===== config.mk =====
export PLATFORM = sky130hd
export DESIGN_NAME = pinport_top
export DESIGN_NICKNAME = d
export VERILOG_FILES = /design/src/rtl/pinport_pkg.sv /design/src/rtl/pinport_tick.sv /design/src/rtl/pinport_fifo.sv /design/src/rtl/pinport_sync.sv /design/src/rtl/pinport_core.sv /design/src/rtl/pinport_top.sv
export SDC_FILE = /design/constraint.sdc
export NUM_CORES = 1
export LEC_CHECK = 0
export BUFFER_PORTS_ARGS = -buffer_cell sky130_fd_sc_hd__buf_2
export CAP_MARGIN = 10
export CORE_MARGIN = 1
export CORE_UTILIZATION = 35
export CTS_CLUSTER_SIZE = 8
export DETAILED_ROUTE_END_ITERATION = 8
export PLACE_DENSITY_LB_ADDON = 0.3
export SYNTH_ARGS = -nofsm -noshare
export SYNTH_HDL_FRONTEND = slang
export SYNTH_SLANG_ARGS = --single-unit

===== constraint.sdc =====
create_clock -name clk -period 6.1 [get_ports clk]
set_input_delay 0.305 -clock clk [delete_from_list [all_inputs] [get_ports clk]]
set_output_delay 0.305 -clock clk [all_outputs]
set_load 0.1 [all_outputs]

===== src/rtl/pinport_pkg.sv =====
package pinport_pkg;
  typedef enum logic {
    PP_FREE = 1'b0,
    PP_LOCK = 1'b1
  } pp_mode_e;
endpackage


===== src/rtl/pinport_tick.sv =====
module pinport_tick #(
  parameter int DIV_W = 16
) (
  input  logic             clk,
  input  logic             rst,
  input  logic [DIV_W-1:0] rate_div,
  output logic             tick
);
  logic [DIV_W-1:0] cnt_q;
  logic [DIV_W-1:0] lim;

  // a zero divisor is raised to one so strobes always have a high cycle
  assign lim  = (rate_div == '0) ? DIV_W'(1) : rate_div;
  assign tick = (cnt_q >= lim);

  always_ff @(posedge clk) begin
    if (rst)       cnt_q <= '0;
    else if (tick) cnt_q <= '0;
    else           cnt_q <= cnt_q + DIV_W'(1);
  end

  // ticks are never adjacent
  a_r3_tick_gap: assert property (@(posedge clk) disable iff (rst)
    tick |=> !tick);
endmodule


===== src/rtl/pinport_fifo.sv =====
module pinport_fifo #(
  parameter int W     = 8,
  parameter int DEPTH = 16
) (
  input  logic         clk,
  input  logic         rst,
  input  logic         wr_en,
  input  logic [W-1:0] wr_data,
  input  logic         rd_en,
  output logic [W-1:0] rd_data,
  output logic         empty,
  output logic         full
);
  localparam int AW = $clog2(DEPTH);

  logic [W-1:0] mem [DEPTH];
  logic [AW:0]  wp_q, rp_q;

  assign empty   = (wp_q == rp_q);
  assign full    = (wp_q[AW] != rp_q[AW]) && (wp_q[AW-1:0] == rp_q[AW-1:0]);
  assign rd_data = mem[rp_q[AW-1:0]];

  always_ff @(posedge clk) begin
    if (wr_en) mem[wp_q[AW-1:0]] <= wr_data;
  end

  always_ff @(posedge clk) begin
    if (rst) begin
      wp_q <= '0;
      rp_q <= '0;
    end else begin
      if (wr_en) wp_q <= wp_q + 1'b1;
      if (rd_en) rp_q <= rp_q + 1'b1;
    end
  end

  // the queue never overflows or underflows
  a_r11_no_overflow: assert property (@(posedge clk) disable iff (rst)
    full |-> !wr_en);
  a_r11_no_underflow: assert property (@(posedge clk) disable iff (rst)
    empty |-> !rd_en);
endmodule


===== src/rtl/pinport_sync.sv =====
module pinport_sync #(
  parameter int W      = 8,
  parameter int STAGES = 2
) (
  input  logic         clk,
  input  logic         rst,
  input  logic [W-1:0] pin_in,
  output logic [W-1:0] pin_sync
);
  generate
    if (STAGES == 0) begin : g_bypass
      assign pin_sync = pin_in;
    end else begin : g_chain
      logic [W-1:0] stg_q [STAGES];
      always_ff @(posedge clk) begin
        if (rst) begin
          for (int i = 0; i < STAGES; i++) stg_q[i] <= '0;
        end else begin
          stg_q[0] <= pin_in;
          for (int i = 1; i < STAGES; i++) stg_q[i] <= stg_q[i-1];
        end
      end
      assign pin_sync = stg_q[STAGES-1];
    end
  endgenerate
endmodule


===== src/rtl/pinport_core.sv =====
module pinport_core
  import pinport_pkg::*;
#(
  parameter int W     = 8,
  parameter int CNT_W = 16
) (
  input  logic             clk,
  input  logic             rst,
  input  pp_mode_e         mode,
  input  logic [W-1:0]     dir_mask,
  input  logic             tick,
  input  logic             q_empty,
  input  logic [W-1:0]     q_data,
  output logic             q_pop,
  input  logic [W-1:0]     pin_sync,
  output logic [W-1:0]     pin_out,
  output logic [W-1:0]     pin_oe,
  output logic             wr_n,
  output logic             rd_n,
  output logic             out_valid,
  output logic [W-1:0]     out_data,
  input  logic             out_ready,
  output logic [CNT_W-1:0] drop_count
);
  logic [W-1:0]     drv_q, oe_q, res_q;
  logic             wr_n_q, rd_n_q, res_v_q;
  logic [CNT_W-1:0] drop_q;

  logic             slot_free, do_write, do_sample, do_load, do_drop;
  logic [W-1:0]     readback;

  assign slot_free = !res_v_q || out_ready;
  assign readback  = (drv_q & dir_mask) | (pin_sync & ~dir_mask);
  assign do_write  = tick && !q_empty && ((mode == PP_FREE) || slot_free);
  assign do_sample = tick && ((mode == PP_FREE) || do_write);
  assign do_load   = do_sample && slot_free;
  assign do_drop   = do_sample && !slot_free;
  assign q_pop     = do_write;

  always_ff @(posedge clk) begin
    if (rst) begin
      drv_q  <= '0;
      oe_q   <= '0;
      wr_n_q <= 1'b1;
      rd_n_q <= 1'b1;
    end else begin
      oe_q   <= dir_mask;
      wr_n_q <= !do_write;
      rd_n_q <= !do_sample;
      if (do_write) drv_q <= q_data;
    end
  end

  always_ff @(posedge clk) begin
    if (rst) begin
      res_v_q <= 1'b0;
      res_q   <= '0;
    end else if (do_load) begin
      res_v_q <= 1'b1;
      res_q   <= readback;
    end else if (out_ready) begin
      res_v_q <= 1'b0;
    end
  end

  always_ff @(posedge clk) begin
    if (rst)                                      drop_q <= '0;
    else if (do_drop && (drop_q != {CNT_W{1'b1}})) drop_q <= drop_q + 1'b1;
  end

  assign pin_out    = drv_q;
  assign pin_oe     = oe_q;
  assign wr_n       = wr_n_q;
  assign rd_n       = rd_n_q;
  assign out_valid  = res_v_q;
  assign out_data   = res_q;
  assign drop_count = drop_q;

  // the write strobe lasts one cycle
  a_r4_wr_single: assert property (@(posedge clk) disable iff (rst)
    !wr_n_q |=> wr_n_q);
  // without a write strobe the pins hold
  a_r5_hold_quiet: assert property (@(posedge clk) disable iff (rst)
    wr_n_q |-> $stable(drv_q));
  // in lock-step mode every sample pairs with a write
  a_r6_pair: assert property (@(posedge clk) disable iff (rst)
    (!rd_n_q && $past(mode == PP_LOCK)) |-> !wr_n_q);
  // lock-step mode never drops; a held result stays put
  a_r7_no_drop: assert property (@(posedge clk) disable iff (rst)
    (mode == PP_LOCK) |=> $stable(drop_q));
  a_r7_hold_result: assert property (@(posedge clk) disable iff (rst)
    (res_v_q && !out_ready) |=> (res_v_q && $stable(res_q)));
  // free-running mode samples on each tick
  a_r8_free_sample: assert property (@(posedge clk) disable iff (rst)
    (tick && mode == PP_FREE) |=> !rd_n_q);
  // the drop counter moves by one step at most
  a_r9_drop_step: assert property (@(posedge clk) disable iff (rst)
    (drop_q != $past(drop_q)) |-> (drop_q == $past(drop_q) + 1'b1));
endmodule


===== src/rtl/pinport_top.sv =====
module pinport_top
  import pinport_pkg::*;
#(
  parameter int W           = 8,
  parameter int DIV_W       = 16,
  parameter int DEPTH       = 16,
  parameter int SYNC_STAGES = 2,
  parameter int CNT_W       = 16
) (
  input  logic             clk,
  input  logic             rst,
  input  logic             mode_sync,
  input  logic [W-1:0]     dir_mask,
  input  logic [DIV_W-1:0] rate_div,
  input  logic             in_valid,
  input  logic [W-1:0]     in_data,
  output logic             in_ready,
  output logic             out_valid,
  output logic [W-1:0]     out_data,
  input  logic             out_ready,
  input  logic [W-1:0]     pin_in,
  output logic [W-1:0]     pin_out,
  output logic [W-1:0]     pin_oe,
  output logic             wr_n,
  output logic             rd_n,
  output logic [CNT_W-1:0] drop_count
);
  logic         tick, q_empty, q_full, q_pop;
  logic [W-1:0] q_data, pin_sync;

  assign in_ready = !q_full;

  pinport_tick #(.DIV_W(DIV_W)) u_tick (
    .clk(clk), .rst(rst), .rate_div(rate_div), .tick(tick)
  );

  pinport_fifo #(.W(W), .DEPTH(DEPTH)) u_queue (
    .clk(clk), .rst(rst),
    .wr_en(in_valid && !q_full), .wr_data(in_data),
    .rd_en(q_pop), .rd_data(q_data),
    .empty(q_empty), .full(q_full)
  );

  pinport_sync #(.W(W), .STAGES(SYNC_STAGES)) u_sync (
    .clk(clk), .rst(rst), .pin_in(pin_in), .pin_sync(pin_sync)
  );

  pinport_core #(.W(W), .CNT_W(CNT_W)) u_core (
    .clk(clk), .rst(rst),
    .mode(pp_mode_e'(mode_sync)), .dir_mask(dir_mask), .tick(tick),
    .q_empty(q_empty), .q_data(q_data), .q_pop(q_pop),
    .pin_sync(pin_sync), .pin_out(pin_out), .pin_oe(pin_oe),
    .wr_n(wr_n), .rd_n(rd_n),
    .out_valid(out_valid), .out_data(out_data), .out_ready(out_ready),
    .drop_count(drop_count)
  );
endmodule


==> metrics.log <==
[metrics] status: finished clean
[metrics] # hold bufs at CTS: 15
[metrics] critical-path maximum fanout: 36
[metrics] share of post-route cells with drive strength above 1: a little under a quarter
[metrics] Clk Latency, worst-skew pair: approximately 0.55 ns
[metrics] data arrival time of the worst path: roughly 3.2 ns
[metrics] Port-buffer cells: 88
[metrics] cells taking the most area after synthesis: edfxtp_1, dfxtp_1, mux4_2
[metrics] crit path buf inv count: 1
[metrics] highest ir drop seen on vdd: slightly above 0.2 mV
[metrics] number of filler cells placed in the layout: between 2000 and 2500
[metrics] reg-to-reg critical path startpoint: u_queue.rp_q[0]
[metrics] total cell area at the placement stage: approximately 0.0095 mm²
[metrics] detailed-route DRC error count: 0
[metrics] kind of path behind the tightest hold check: input pin to register
[metrics] per-cell via count in the routed design: ~4.8
[metrics] nets in the synthesized netlist: 707
[metrics] Worst Path Required: roughly 6.2 ns
[metrics] number of buffers added for setup after CTS: 0
[metrics] Routability Congestion: around 0.75
[metrics] Crit. End Element: register
[metrics] TritonCTS clock tree: built
[metrics] clock edge transition at the registers on the reported setup and hold paths: ~0.05 ns
[metrics] final wirelength: approximately 17 mm
[metrics] worst hold path cell count: 2
[metrics] sequential cell area fraction in the yosys report: a little over three fifths
[metrics] worst r2r path cells: 6
[metrics] area added between synthesis and finish: 20.1%
[metrics] number of gates on the worst path with buffers counted: 6
[metrics] hold wc startpoint: dir_mask[7]
[metrics] critical path class: register to register
[metrics] max-slew violation count: 0
[metrics] Chip Width: about 160 µm
[metrics] Setup Skew: roughly 0.028 ns
[metrics] Vert. Die Dim: around 160 µm
[metrics] clock sink count: ~210
[metrics] cell taking the most area after synthesis: edfxtp_1
[metrics] crit path max-delay cell type: nor3_1
[metrics] CTS max path bufs: 3
[metrics] vias in the first global route: 5123
[metrics] number of setup violations in the final report: 0
[metrics] effective utilization at floorplan: 35.8%
[metrics] number of synthesis warnings: 0
[metrics] total global routing track utilization: a little over an eighth
[metrics] # H-tree levels: 1
[metrics] Worst path max stage delay: around 0.93 ns
[metrics] worst path cell trace: buf_4, xnor2_1, nand4_1, o21a_1, nand2_1, nor3_1
[metrics] Final period util: 49.6%
[metrics] most instantiated library cell after synthesis: edfxtp_1
[metrics] final count of hold timing violations: 0
[metrics] synthesized instance count: between 600 and 700
[metrics] shortest period the worst path allows: around 3 ns
[metrics] Fmax: about 330 MHz
[metrics] Layout Nets: around 820
[metrics] maximum number of pins on one net before global-route repair: 86
[metrics] share of synthesized flip-flops with an asynchronous set or reset: 0%
[metrics] initial antenna violation count: 0
[metrics] most used flip-flop cell after synthesis: edfxtp_1
[metrics] count of flip-flops with a built-in enable after synthesis: about 130
[metrics] critical path launch point type: register
[metrics] slew at the pin closest to its max-slew limit: about 1.2 ns
[metrics] flop and latch count out of synthesis: ~210
[metrics] commonest cells in the synthesized netlist: edfxtp_1, dfxtp_1, nor2_1
[metrics] global-route wire length before repair: roughly 28 mm
[metrics] area of the core: 0.0245 mm²
[metrics] Cell Area, Synth: 0.00876 mm²
[metrics] post-DR wirelength/cell: roughly 16 µm
[metrics] clock root cell: clkbuf_16
[metrics] DR iter-0 viols: around 360
[metrics] Slew HR: between 20% and 30%
[metrics] top-area cell type share of the netlist area: a little over two fifths
[metrics] total negative slack: 0 ns
[metrics] post-route standard cell area excluding fillers: 0.0105 mm²
[metrics] overall die area: ~0.026 mm²
[metrics] Netlist cell types: 43
[metrics] start point of the critical path: u_queue.rp_q[0]
[metrics] unrepaired setup endpoints after global routing: false
[metrics] standard-cell rows: between 50 and 60
[metrics] family with the most delay on the worst path: simple AND/OR/NAND/NOR gates
[metrics] max-cap viol count: 0
[metrics] post-cts sizing count: 0
[metrics] overall overflow remaining after global route: 0
[metrics] power density relative to cell area: 303 mW/mm²
[metrics] number of clock buffers inserted by TritonCTS: 30
[metrics] via total after detailed routing: around 5200
[metrics] Synth Area per Inst: ~14 µm²
[metrics] detailed-placement wirelength estimate: 11.3 mm
[metrics] Ports: slightly below 90
[metrics] Ant. Diodes: 0
[metrics] Leak: roughly 3.9 nW
[metrics] number of iterations in the first detailed-routing pass: 4
[metrics] Antenna Violating Nets Remaining: 0
-- cell type report --
type / count / area [µm²] / area share [%]
clock inverter: 1 / 30.0 / 0.285
multi-input combinational: 374 / 3000 / 28.5
tap: 324 / 405 / 3.85
inverter: 23 / 86.3 / 0.820
sequential: 213 / 5550 / 52.7
clock buffer: 50 / 836 / 7.94
timing repair buffer: 109 / 628 / 5.96
-- sequential cells by signal, indices dropped and copies added, names as in the netlist, 5 cells and up --
| signal | flops |
|---|---|
| u_queue.mem | 128 |
| u_core.drop_count | 16 |
| u_sync.g_chain.stg_q | 16 |
| u_tick.cnt_q | 16 |
| u_core.out_data | 8 |
| u_core.pin_oe | 8 |
| u_core.pin_out | 8 |
| u_queue.rp_q | 5 |
| u_queue.wp_q | 5 |
-- worst paths after layout --
path | endpoint | slack, ns
worst min-delay path | u_core.pin_oe[7] | 0.02
worst max register to register | u_queue.mem[2][0] | 3.07
worst min register to register | u_sync.g_chain.stg_q[0][8] | 0.44
worst max-delay path | u_queue.mem[2][0] | 3.07
-- per-layer routing --
| metal | up-vias | GRT usage, % | wire length (µm) |
|---|---|---|---|
| met3 | 16 | 2.60 | 1030 |
| met1 | 2490 | 19.9 | 8490 |
| met4 | 0 | 3.55 | 212 |
| li1 | 2568 | - | - |
| met5 | - | 0 | 0 |
| met2 | 139 | 20.6 | 7410 |
-- cell families after synthesis --
family          synth area share, %
simple gates                   11.9
fa+ha+maj                      3.28
xor+xnor                       2.50
buf+inv                        2.53
mux                            11.8
compound gates                 4.73
flops                          63.3
-- metrics by stage --
stage | hold WS [ns] | utilization [%] | setup WS, ns | power (mW) | std cells
CTS | 0.00607 | 43.0 | 2.81 | 3.23 | 1091
global route | 0.0537 | 43.0 | 2.69 | 3.30 | 1094
floorplan | 0.404 | - | 3.36 | 1.66 | 639
finish | 0.0191 | 43.0 | 3.07 | 3.19 | 1094
detailed placement | 0.424 | 38.8 | 2.87 | 1.70 | 1025
global placement | 0.418 | 38.8 | 2.93 | 1.70 | 1025
-- power by group --
part | internal (mW) | switching [mW] | total, mW
Clock | 0.921 | 0.587 | 1.51
Combinational | 0.0466 | 0.0818 | 0.128
Sequential | 1.55 | 0.00830 | 1.56
-- cell usage in the layout (no fill, tap or decap), types with 22 or more instances in the layout --
| cell | count |
|---|---|
| clkbuf_16 | 30 |
| buf_2 | 90 |
| edfxtp_1 | 128 |
| mux4_2 | 32 |
| nor2b_1 | 39 |
| nor2_1 | 79 |
| dfxtp_1 | 84 |
| nand2_1 | 22 |
| ha_1 | 23 |
| inv_1 | 23 |
No activity file was read; power rests on OpenSTA's default activity.
